[config.mk]
export PLATFORM = sky130hd
export DESIGN_NAME = rx_frame_packer
export DESIGN_NICKNAME = d
export VERILOG_FILES = /design/src/rtl/rxpk_pkg.sv /design/src/rtl/rxpk_ctrl.sv /design/src/rtl/rxpk_datapath.sv /design/src/rtl/rx_frame_packer.sv
export SDC_FILE = /design/constraint.sdc
export NUM_CORES = 1
export LEC_CHECK = 0
export ABC_AREA = 1
export BUFFER_PORTS_ARGS = -buffer_cell sky130_fd_sc_hd__buf_2
export CAP_MARGIN = 0
export CORE_MARGIN = 1
export CORE_UTILIZATION = 65
export CTS_BUF_LIST = sky130_fd_sc_hd__clkbuf_8 sky130_fd_sc_hd__clkbuf_16
export DETAILED_ROUTE_END_ITERATION = 16
export GPL_TIMING_DRIVEN = 0
export PLACE_DENSITY = 0.86
export SYNTH_ARGS = -nofsm -noshare
export SYNTH_HDL_FRONTEND = slang
export SYNTH_HIERARCHICAL = 1
export SYNTH_SLANG_ARGS = --single-unit
[constraint.sdc]
create_clock -name clk -period 5.43 [get_ports clk]
set_input_delay 0.2715 -clock clk [delete_from_list [all_inputs] [get_ports clk]]
set_output_delay 0.2715 -clock clk [all_outputs]
set_load 0.05 [all_outputs]
[src/rtl/rxpk_pkg.sv]
package rxpk_pkg;

  typedef enum logic [2:0] {
    W_HDR,
    W_DATA,
    W_PAD,
    W_CRC,
    W_TAIL,
    W_CTRL
  } wrSel_e;

  // strobes from control to datapath
  typedef struct packed {
    logic   frameLoad;
    logic   pageLoad;
    logic   wrEn;
    wrSel_e wrSel;
    logic [1:0] idx;
    logic   crcStep;
    logic   holdOdd;
  } pkCtrl_t;

  localparam logic [31:0] CRC_POLY = 32'hEDB88320;

  function automatic logic [31:0] crcByte(input logic [31:0] c, input logic [7:0] d);
    logic [31:0] r;
    r = c ^ {24'h0, d};
    for (int b = 0; b < 8; b++) begin
      r = r[0] ? ((r >> 1) ^ CRC_POLY) : (r >> 1);
    end
    return r;
  endfunction

  function automatic logic [15:0] frameCount(input logic [15:0] len, input logic strip,
                                             input int minFrame);
    logic [15:0] body;
    body = (len < 16'(minFrame)) ? 16'(minFrame) : {len[15:1], 1'b0};
    return body + 16'd6 + (strip ? 16'd0 : 16'd4);
  endfunction

endpackage

[src/rtl/rxpk_ctrl.sv]
module rxpk_ctrl
  import rxpk_pkg::*;
#(
  parameter int LEN_W      = 12,
  parameter int PAGE_BYTES = 2048,
  parameter int MIN_FRAME  = 64
) (
  input  logic             clk,
  input  logic             rstN,
  input  logic             rxEnable,
  input  logic             softReset,
  input  logic             stripCrc,
  input  logic             inStart,
  input  logic [LEN_W-1:0] inLen,
  input  logic             inValid,
  output logic             inReady,
  output logic             frameReady,
  output logic             allocReq,
  input  logic             allocAck,
  input  logic             allocOk,
  output logic             rxqPush,
  output logic             rcvSet,
  output pkCtrl_t          ctrl
);

  localparam int PAD_W = $clog2(MIN_FRAME + 1);

  typedef enum logic [3:0] {
    S_IDLE, S_DRAIN, S_ALLOC, S_HDR, S_DATA, S_PAD, S_CRC, S_TAIL, S_CTRL, S_COMMIT
  } state_e;

  state_e           state, stateNxt;
  logic [LEN_W-1:0] remain;
  logic [PAD_W-1:0] padLeft;
  logic [1:0]       idx;
  logic             crcOn;
  logic             oddTail;

  logic [15:0] startCount;
  logic        startShort;
  logic        startDrop;
  logic        accept;
  logic        lastByte;
  state_e      afterPay;

  always_comb begin
    startCount = frameCount(16'(inLen), stripCrc, MIN_FRAME);
    startShort = inLen < LEN_W'(MIN_FRAME);
    startDrop  = !rxEnable || softReset || (32'(startCount) > PAGE_BYTES);
    accept     = inReady && inValid;
    lastByte   = remain == LEN_W'(1);
    afterPay   = crcOn ? S_CRC : S_TAIL;
  end

  always_comb begin
    stateNxt   = state;
    ctrl       = '0;
    ctrl.wrSel = W_HDR;
    ctrl.idx   = idx;
    inReady    = 1'b0;
    frameReady = 1'b0;
    allocReq   = 1'b0;
    rxqPush    = 1'b0;
    rcvSet     = 1'b0;
    unique case (state)
      S_IDLE: begin
        frameReady = 1'b1;
        if (inStart) begin
          ctrl.frameLoad = 1'b1;
          if (inLen == '0)    stateNxt = S_IDLE;
          else if (startDrop) stateNxt = S_DRAIN;
          else                stateNxt = S_ALLOC;
        end
      end
      S_DRAIN: begin
        inReady = 1'b1;
        if (accept && lastByte) stateNxt = S_IDLE;
      end
      S_ALLOC: begin
        allocReq = 1'b1;
        if (allocAck) begin
          if (allocOk) begin
            ctrl.pageLoad = 1'b1;
            stateNxt      = S_HDR;
          end else begin
            stateNxt = S_DRAIN;
          end
        end
      end
      S_HDR: begin
        ctrl.wrEn = 1'b1;
        if (idx == 2'd3) stateNxt = S_DATA;
      end
      S_DATA: begin
        inReady    = 1'b1;
        ctrl.wrSel = W_DATA;
        if (accept) begin
          ctrl.crcStep = 1'b1;
          if (lastByte && oddTail) ctrl.holdOdd = 1'b1;
          else                     ctrl.wrEn    = 1'b1;
          if (lastByte) stateNxt = (padLeft != '0) ? S_PAD : afterPay;
        end
      end
      S_PAD: begin
        ctrl.wrSel   = W_PAD;
        ctrl.wrEn    = 1'b1;
        ctrl.crcStep = 1'b1;
        if (padLeft == PAD_W'(1)) stateNxt = afterPay;
      end
      S_CRC: begin
        ctrl.wrSel = W_CRC;
        ctrl.wrEn  = 1'b1;
        if (idx == 2'd3) stateNxt = S_TAIL;
      end
      S_TAIL: begin
        ctrl.wrSel = W_TAIL;
        ctrl.wrEn  = 1'b1;
        stateNxt   = S_CTRL;
      end
      S_CTRL: begin
        ctrl.wrSel = W_CTRL;
        ctrl.wrEn  = 1'b1;
        stateNxt   = S_COMMIT;
      end
      S_COMMIT: begin
        rxqPush  = 1'b1;
        rcvSet   = 1'b1;
        stateNxt = S_IDLE;
      end
      default: stateNxt = S_IDLE;
    endcase
  end

  always_ff @(posedge clk or negedge rstN) begin
    if (!rstN) begin
      state   <= S_IDLE;
      remain  <= '0;
      padLeft <= '0;
      idx     <= '0;
      crcOn   <= 1'b0;
      oddTail <= 1'b0;
    end else begin
      state <= stateNxt;
      if (state == S_IDLE && inStart) begin
        remain  <= inLen;
        padLeft <= startShort ? PAD_W'(LEN_W'(MIN_FRAME) - inLen) : '0;
        crcOn   <= !stripCrc;
        oddTail <= inLen[0] && !startShort;
        idx     <= '0;
      end
      if (accept) remain <= remain - LEN_W'(1);
      if (state == S_PAD) padLeft <= padLeft - PAD_W'(1);
      if (state == S_HDR || state == S_CRC) idx <= idx + 2'd1;
    end
  end

  // a pending page request stays up until answered
  assert_alloc_hold_R8: assert property (@(posedge clk) disable iff (!rstN)
    allocReq && !allocAck |=> allocReq);

  // the commit cycle takes neither bytes nor a new frame
  assert_commit_quiet_R9: assert property (@(posedge clk) disable iff (!rstN)
    rxqPush |-> !inReady && !frameReady);

  // handshake phases never overlap
  assert_phase_excl_R11: assert property (@(posedge clk) disable iff (!rstN)
    $onehot0({allocReq, inReady, rxqPush, frameReady}));

  // a refused frame never reaches the allocator
  assert_refuse_no_alloc_R1: assert property (@(posedge clk) disable iff (!rstN)
    frameReady && inStart && (!rxEnable || softReset) |=> !allocReq);

endmodule

[src/rtl/rxpk_datapath.sv]
module rxpk_datapath
  import rxpk_pkg::*;
#(
  parameter int LEN_W      = 12,
  parameter int PAGES      = 4,
  parameter int PAGE_BYTES = 2048,
  parameter int MIN_FRAME  = 64,
  parameter int MAX_STD    = 1518
) (
  input  logic                      clk,
  input  logic                      rstN,
  input  pkCtrl_t                   ctrl,
  input  logic [LEN_W-1:0]          inLen,
  input  logic                      stripCrc,
  input  logic [7:0]                inData,
  input  logic [$clog2(PAGES)-1:0]  allocPage,
  output logic                      memWe,
  output logic [$clog2(PAGES)+$clog2(PAGE_BYTES)-1:0] memAddr,
  output logic [7:0]                memData,
  output logic [$clog2(PAGES)-1:0]  rxqPage
);

  localparam int PAGE_W = $clog2(PAGES);
  localparam int OFF_W  = $clog2(PAGE_BYTES);
  localparam logic [15:0] ST_TOO_LONG = 16'h0800;
  localparam logic [15:0] ST_ODD      = 16'h1000;
  localparam logic [7:0]  CTL_EVEN    = 8'h40;
  localparam logic [7:0]  CTL_ODD     = 8'h60;

  logic [15:0]       statusW;
  logic [15:0]       countW;
  logic [31:0]       crcR;
  logic [7:0]        oddByte;
  logic              tailOdd;
  logic [PAGE_W-1:0] pageR;
  logic [OFF_W-1:0]  off;
  logic [31:0]       crcOut;
  logic [7:0]        crcIn;

  always_comb begin
    crcOut = ~crcR;
    crcIn  = (ctrl.wrSel == W_PAD) ? 8'h00 : inData;
  end

  always_ff @(posedge clk or negedge rstN) begin
    if (!rstN) begin
      statusW <= '0;
      countW  <= '0;
      crcR    <= '1;
      oddByte <= '0;
      tailOdd <= 1'b0;
      pageR   <= '0;
      off     <= '0;
    end else begin
      if (ctrl.frameLoad) begin
        statusW <= ((inLen > LEN_W'(MAX_STD)) ? ST_TOO_LONG : 16'h0) |
                   (inLen[0] ? ST_ODD : 16'h0);
        countW  <= frameCount(16'(inLen), stripCrc, MIN_FRAME);
        tailOdd <= inLen[0] && (inLen >= LEN_W'(MIN_FRAME));
        crcR    <= '1;
        off     <= '0;
      end
      if (ctrl.pageLoad) pageR <= allocPage;
      if (ctrl.crcStep) crcR <= crcByte(crcR, crcIn);
      if (ctrl.holdOdd) oddByte <= inData;
      if (ctrl.wrEn) off <= off + OFF_W'(1);
    end
  end

  always_comb begin
    memData = 8'h00;
    unique case (ctrl.wrSel)
      W_HDR: begin
        unique case (ctrl.idx)
          2'd0: memData = statusW[7:0];
          2'd1: memData = statusW[15:8];
          2'd2: memData = countW[7:0];
          default: memData = countW[15:8];
        endcase
      end
      W_DATA: memData = inData;
      W_PAD:  memData = 8'h00;
      W_CRC:  memData = crcOut[8*ctrl.idx +: 8];
      W_TAIL: memData = tailOdd ? oddByte : 8'h00;
      W_CTRL: memData = tailOdd ? CTL_ODD : CTL_EVEN;
      default: memData = 8'h00;
    endcase
  end

  assign memWe   = ctrl.wrEn;
  assign memAddr = {pageR, off};
  assign rxqPage = pageR;

  // back-to-back writes land on consecutive offsets
  assert_addr_step_R5: assert property (@(posedge clk) disable iff (!rstN)
    ctrl.wrEn && $past(ctrl.wrEn) |-> off == OFF_W'($past(off) + OFF_W'(1)));

  // the checksum is frozen while its bytes are emitted
  assert_crc_frozen_R6: assert property (@(posedge clk) disable iff (!rstN)
    ctrl.wrEn && ctrl.wrSel == W_CRC && $past(ctrl.wrEn && ctrl.wrSel == W_CRC)
    |-> $stable(crcR));

  // the page never changes while a frame is being written
  assert_page_stable_R2: assert property (@(posedge clk) disable iff (!rstN)
    ctrl.wrEn && $past(ctrl.wrEn) |-> $stable(pageR));

endmodule

[src/rtl/rx_frame_packer.sv]
module rx_frame_packer
  import rxpk_pkg::*;
#(
  parameter int LEN_W      = 12,
  parameter int PAGES      = 4,
  parameter int PAGE_BYTES = 2048,
  parameter int MIN_FRAME  = 64,
  parameter int MAX_STD    = 1518
) (
  input  logic                      clk,
  input  logic                      rstN,
  input  logic                      rxEnable,
  input  logic                      softReset,
  input  logic                      stripCrc,
  output logic                      frameReady,
  input  logic                      inStart,
  input  logic [LEN_W-1:0]          inLen,
  input  logic                      inValid,
  output logic                      inReady,
  input  logic [7:0]                inData,
  output logic                      allocReq,
  input  logic                      allocAck,
  input  logic                      allocOk,
  input  logic [$clog2(PAGES)-1:0]  allocPage,
  output logic                      memWe,
  output logic [$clog2(PAGES)+$clog2(PAGE_BYTES)-1:0] memAddr,
  output logic [7:0]                memData,
  output logic                      rxqPush,
  output logic [$clog2(PAGES)-1:0]  rxqPage,
  output logic                      rcvSet
);

  pkCtrl_t ctrl;

  rxpk_ctrl #(
    .LEN_W(LEN_W), .PAGE_BYTES(PAGE_BYTES), .MIN_FRAME(MIN_FRAME)
  ) u_ctrl (
    .clk(clk), .rstN(rstN),
    .rxEnable(rxEnable), .softReset(softReset), .stripCrc(stripCrc),
    .inStart(inStart), .inLen(inLen), .inValid(inValid), .inReady(inReady),
    .frameReady(frameReady),
    .allocReq(allocReq), .allocAck(allocAck), .allocOk(allocOk),
    .rxqPush(rxqPush), .rcvSet(rcvSet),
    .ctrl(ctrl)
  );

  rxpk_datapath #(
    .LEN_W(LEN_W), .PAGES(PAGES), .PAGE_BYTES(PAGE_BYTES),
    .MIN_FRAME(MIN_FRAME), .MAX_STD(MAX_STD)
  ) u_dp (
    .clk(clk), .rstN(rstN), .ctrl(ctrl),
    .inLen(inLen), .stripCrc(stripCrc), .inData(inData),
    .allocPage(allocPage),
    .memWe(memWe), .memAddr(memAddr), .memData(memData),
    .rxqPage(rxqPage)
  );

endmodule

==> results summary <==
The register bit count reported by yosys is 95. The horizontal die dimension is 106.4 um. The wire length of the first global-routing pass came out at 30,840 um.

The register-to-register path setup slack is 2.21 ns. The worst-case reg-to-reg path depth came out at 11. The most common cell after layout, fill and taps aside is nand2_1.

The die area came out at 11,310 um2. The number of clock sinks seen by CTS came out at 95. The worst hold path class is input port to flop.

After clock tree synthesis, the clock-pin slew on the worst setup and hold paths is 0.10 ns. The placed wire-length estimate after detailed placement is 14,250 um. For the worst-skew pair, the clock arrives at the later sink with an insertion delay of 0.37 ns.

Dividing the final minimum period by the clock period gives 61.81%. Of the cells placed in the final design, the portion with a size suffix greater than 1 is 17.70%. The leakage power is 3.973 nW. For the worst setup path, the data required time is 5.16 ns. The max-cap violation count is 0. The detailed router used layers up to and including met4.

The final route contains 7,114 vias. The quantity of gates resized following cts came out at 0. After detailed routing, the average wire length per cell comes to 15.42 um. The final worst clock skew came out at 0.01112 ns. The biggest area contributor in the post-synthesis netlist is dfrtp_1.

No sink is reached through more buffers than the 2 on the longest clock path. The via density per instance is 5.826. Wire segments on met3 add up to 1973 um in the final route. The share of the yosys chip area belonging to registers is 34.15%. The post-detailed-route DRC marker count came out at 0. The maximum fanout along the worst path is 8. The port buffer count is 59. Yosys printed 6 warnings.

The worst slew margin relative to its limit is 41.85%. The placed instance area came out at 7575 um2. The final-layout setup total negative slack is 0 ns. The amount of wire on met2 after detailed routing is 8198 um. The power density relative to cell area is 557.9 nW/um2. The async set or reset register ratio after synthesis is 100.0%. The leftover overflow at the end of global routing is 0.

The type of the setup path with the least slack is flop to output port. In this run, distinct cell masters in the synthesized netlist total 59. The starting DRC count in detailed routing came out at 843. The flow ran to the end, and the final reports show no timing, DRC or antenna violations. For this run, the share of the core covered by cells in the final layout is 74.36%.

STA classifies the critical path startpoint as a flop. IR analysis of the VDD net gives a maximum drop of 0.2864 mV. The initial antenna violation count is 0.

The starting utilization of the core area is 67.66%. The count of mapped cells out of synthesis is 1,008. The number of nets in the synthesized netlist came out at 1,054. The overall global routing resource usage is 34.67%. At the end of routability-driven placement, the weighted congestion stood at 0.9471. The highest clock frequency the design can meet came out at 297.9 MHz.

The post-CTS setup buffer count is 0. The most critical setup path has its startpoint at u_ctrl/state[1]. At the pin with the least slew margin, the transition time is 0.8691 ns. The setup-violating endpoint count in the final report came out at 0. The startpoint identified for the worst hold timing path is allocPage[0].

The worst-case hold path end point is u_dp/rxqPage[0]. The number of standard-cell rows in the floorplan is 37. After detailed placement, the design holds a cell count of 1,204. The pin count of the biggest net entering global routing is 67. The number of clock buffers added by TritonCTS is 9. The net total in the final layout came out at 1,126.

The length of the first detailed-routing pass in iterations came out at 6. The count of flip-flops with a built-in enable after synthesis came out at 0. The worst hold path was traced through 2 stages. Relative to the synthesized area, the layout overhead comes to 9.897%. The total wire length after detailed routing came out at 18,830 um. The number of nets with antenna violations after detailed routing is 0. After floorplanning, the core was sized to cover 10,460 um2. Among all flip-flop cells after synthesis, the most frequent one is dfrtp_1. The capture point of the worst reg-to-reg path is u_dp/crcR[31]. The number of fillers in the final layout came out at 867. The final critical path time including I/O delays and setup is 3.356 ns.

Summed over its instances, the top area cell type makes up 22.27% of the synthesized netlist area. For this block, wires on met1 add up to 8302 um. The worst setup path is captured at an output port. Sorting the synthesized cells by area gives the leading types as dfrtp_1, nand2_1, dfstp_2, inv_1, o21ai_0. The deepest level of the CTS H-tree came out at 3. The post-synthesis average cell area came out at 7.023 um2. The root buffer cell chosen for the clock tree is clkbuf_8.

The max-slew violation total from the final report is 0. In the layout the commonest cells are nand2_1, inv_1, nor2_1. The final non-filler cell total came out at 1,221. The total count of hold-check failures in the final report is 0. TritonCTS built the clock tree.

The startpoint identified for the worst register-to-register timing path is u_ctrl/state[1]. During I/O placement, the number of pins put on the boundary was 60. Setup repair after global routing left no endpoint under its margin. The final non-filler cell area is 7780 um2.

The post-cts hold buffer count is 1. The mapped netlist covers 7079 um2. The chip height is 106.4 um. The number of global-route vias before repair was 6,422. The number of diodes is 0. Data on the critical path arrives at its endpoint at 3.08 ns.
==> worst max-delay path by stage <==
stage                           end  slack [ns]  depth (start not counted)
finish                   memData[1]        2.07                         10
global route          u_dp/crcR[31]        1.93                         11
CTS                      memData[6]        2.18                         10
detailed placement  u_ctrl/state[0]        2.31                         22
global placement      u_dp/crcR[29]        2.36                         11
floorplan           u_ctrl/state[0]        2.76                         23
==> layer usage <==
layer  vias up  track usage [%]
met2       405            52.88
met1      3269            50.36
met5         -                0
li1       3401                -
met4         0            11.21
met3        39            5.518
==> synth_stat cells (all sizes together) (12+ instances only) <==
library cell / n
nand4: 12
inv: 150
nand2: 318
o21ai: 84
a21oi: 25
nor2: 93
ha: 13
buf: 14
dfstp: 32
dfrtp: 63
nand3: 73
xor2: 32
==> state kept, by name (all words and copies together) (netlist names) <==
register and cells:
u_dp/crcR 32, u_ctrl/padLeft 7, u_dp/countW 12, u_ctrl/crcOn 1, u_dp/rxqPage 2, u_ctrl/oddTail 1, u_ctrl/remain 12, u_dp/oddByte 8
u_ctrl/idx 2, u_dp/tailOdd 1, u_ctrl/state 4, u_dp/off 11, u_dp/statusW 2
==> kinds of logic after synthesis <==
family	count (synthesis)	synth area share, %
DFF	95	34.15
muxes	2	0.3181
adders and majority gates	15	2.863
and+or+nand+nor	516	32.77
AOI/OAI and AO/OA	167	14.17
xor gates and xnor gates	38	5.815
buffers and inverters	175	9.915
==> critical path, cell delays in order (launching register included) <==
cell and delay [ns]:
dfrtp_1 0.46, nor2_1 0.25, inv_2 0.09, nor3_1 0.24, a31oi_1 0.10, nand2_1 0.13
nand2_1 0.06, nor2_1 0.61, o2111ai_1 0.29, nand3_1 0.19, buf_2 0.28
==> through the flow <==
stage	hold WS [ns]	total power [mW]	setup slack (ns)
after floorplan	-0.02409	3.168	2.763
after global placement	0.4596	3.709	2.363
after detailed placement	0.2305	3.789	2.315
after CTS	0.1215	4.278	2.176
after global routing	0.1399	4.659	1.933
final	0.1306	4.341	2.074
==> cell type report <==
class | count | area, um2 | share of cell area (%)
well taps | 136 | 170.2 | 2.187
flip-flops and latches | 95 | 2417 | 31.07
plain buffers | 25 | 138.9 | 1.785
clock inverters | 7 | 71.32 | 0.9167
clock buffers | 9 | 123.9 | 1.592
inverters | 150 | 563.0 | 7.237
multi-input cells | 738 | 3960 | 50.90
repair buffers | 61 | 335.3 | 4.310
==> power by group <==
| group | internal (mW) | switching [mW] | total [mW] |
|---|---|---|---|
| combinational | 0.803 | 1.80 | 2.60 |
| sequential | 1.02 | 0.237 | 1.26 |
| clock | 0.213 | 0.265 | 0.478 |
| total | 2.04 | 2.30 | 4.34 |
Power figures use the tool's default switching activity.
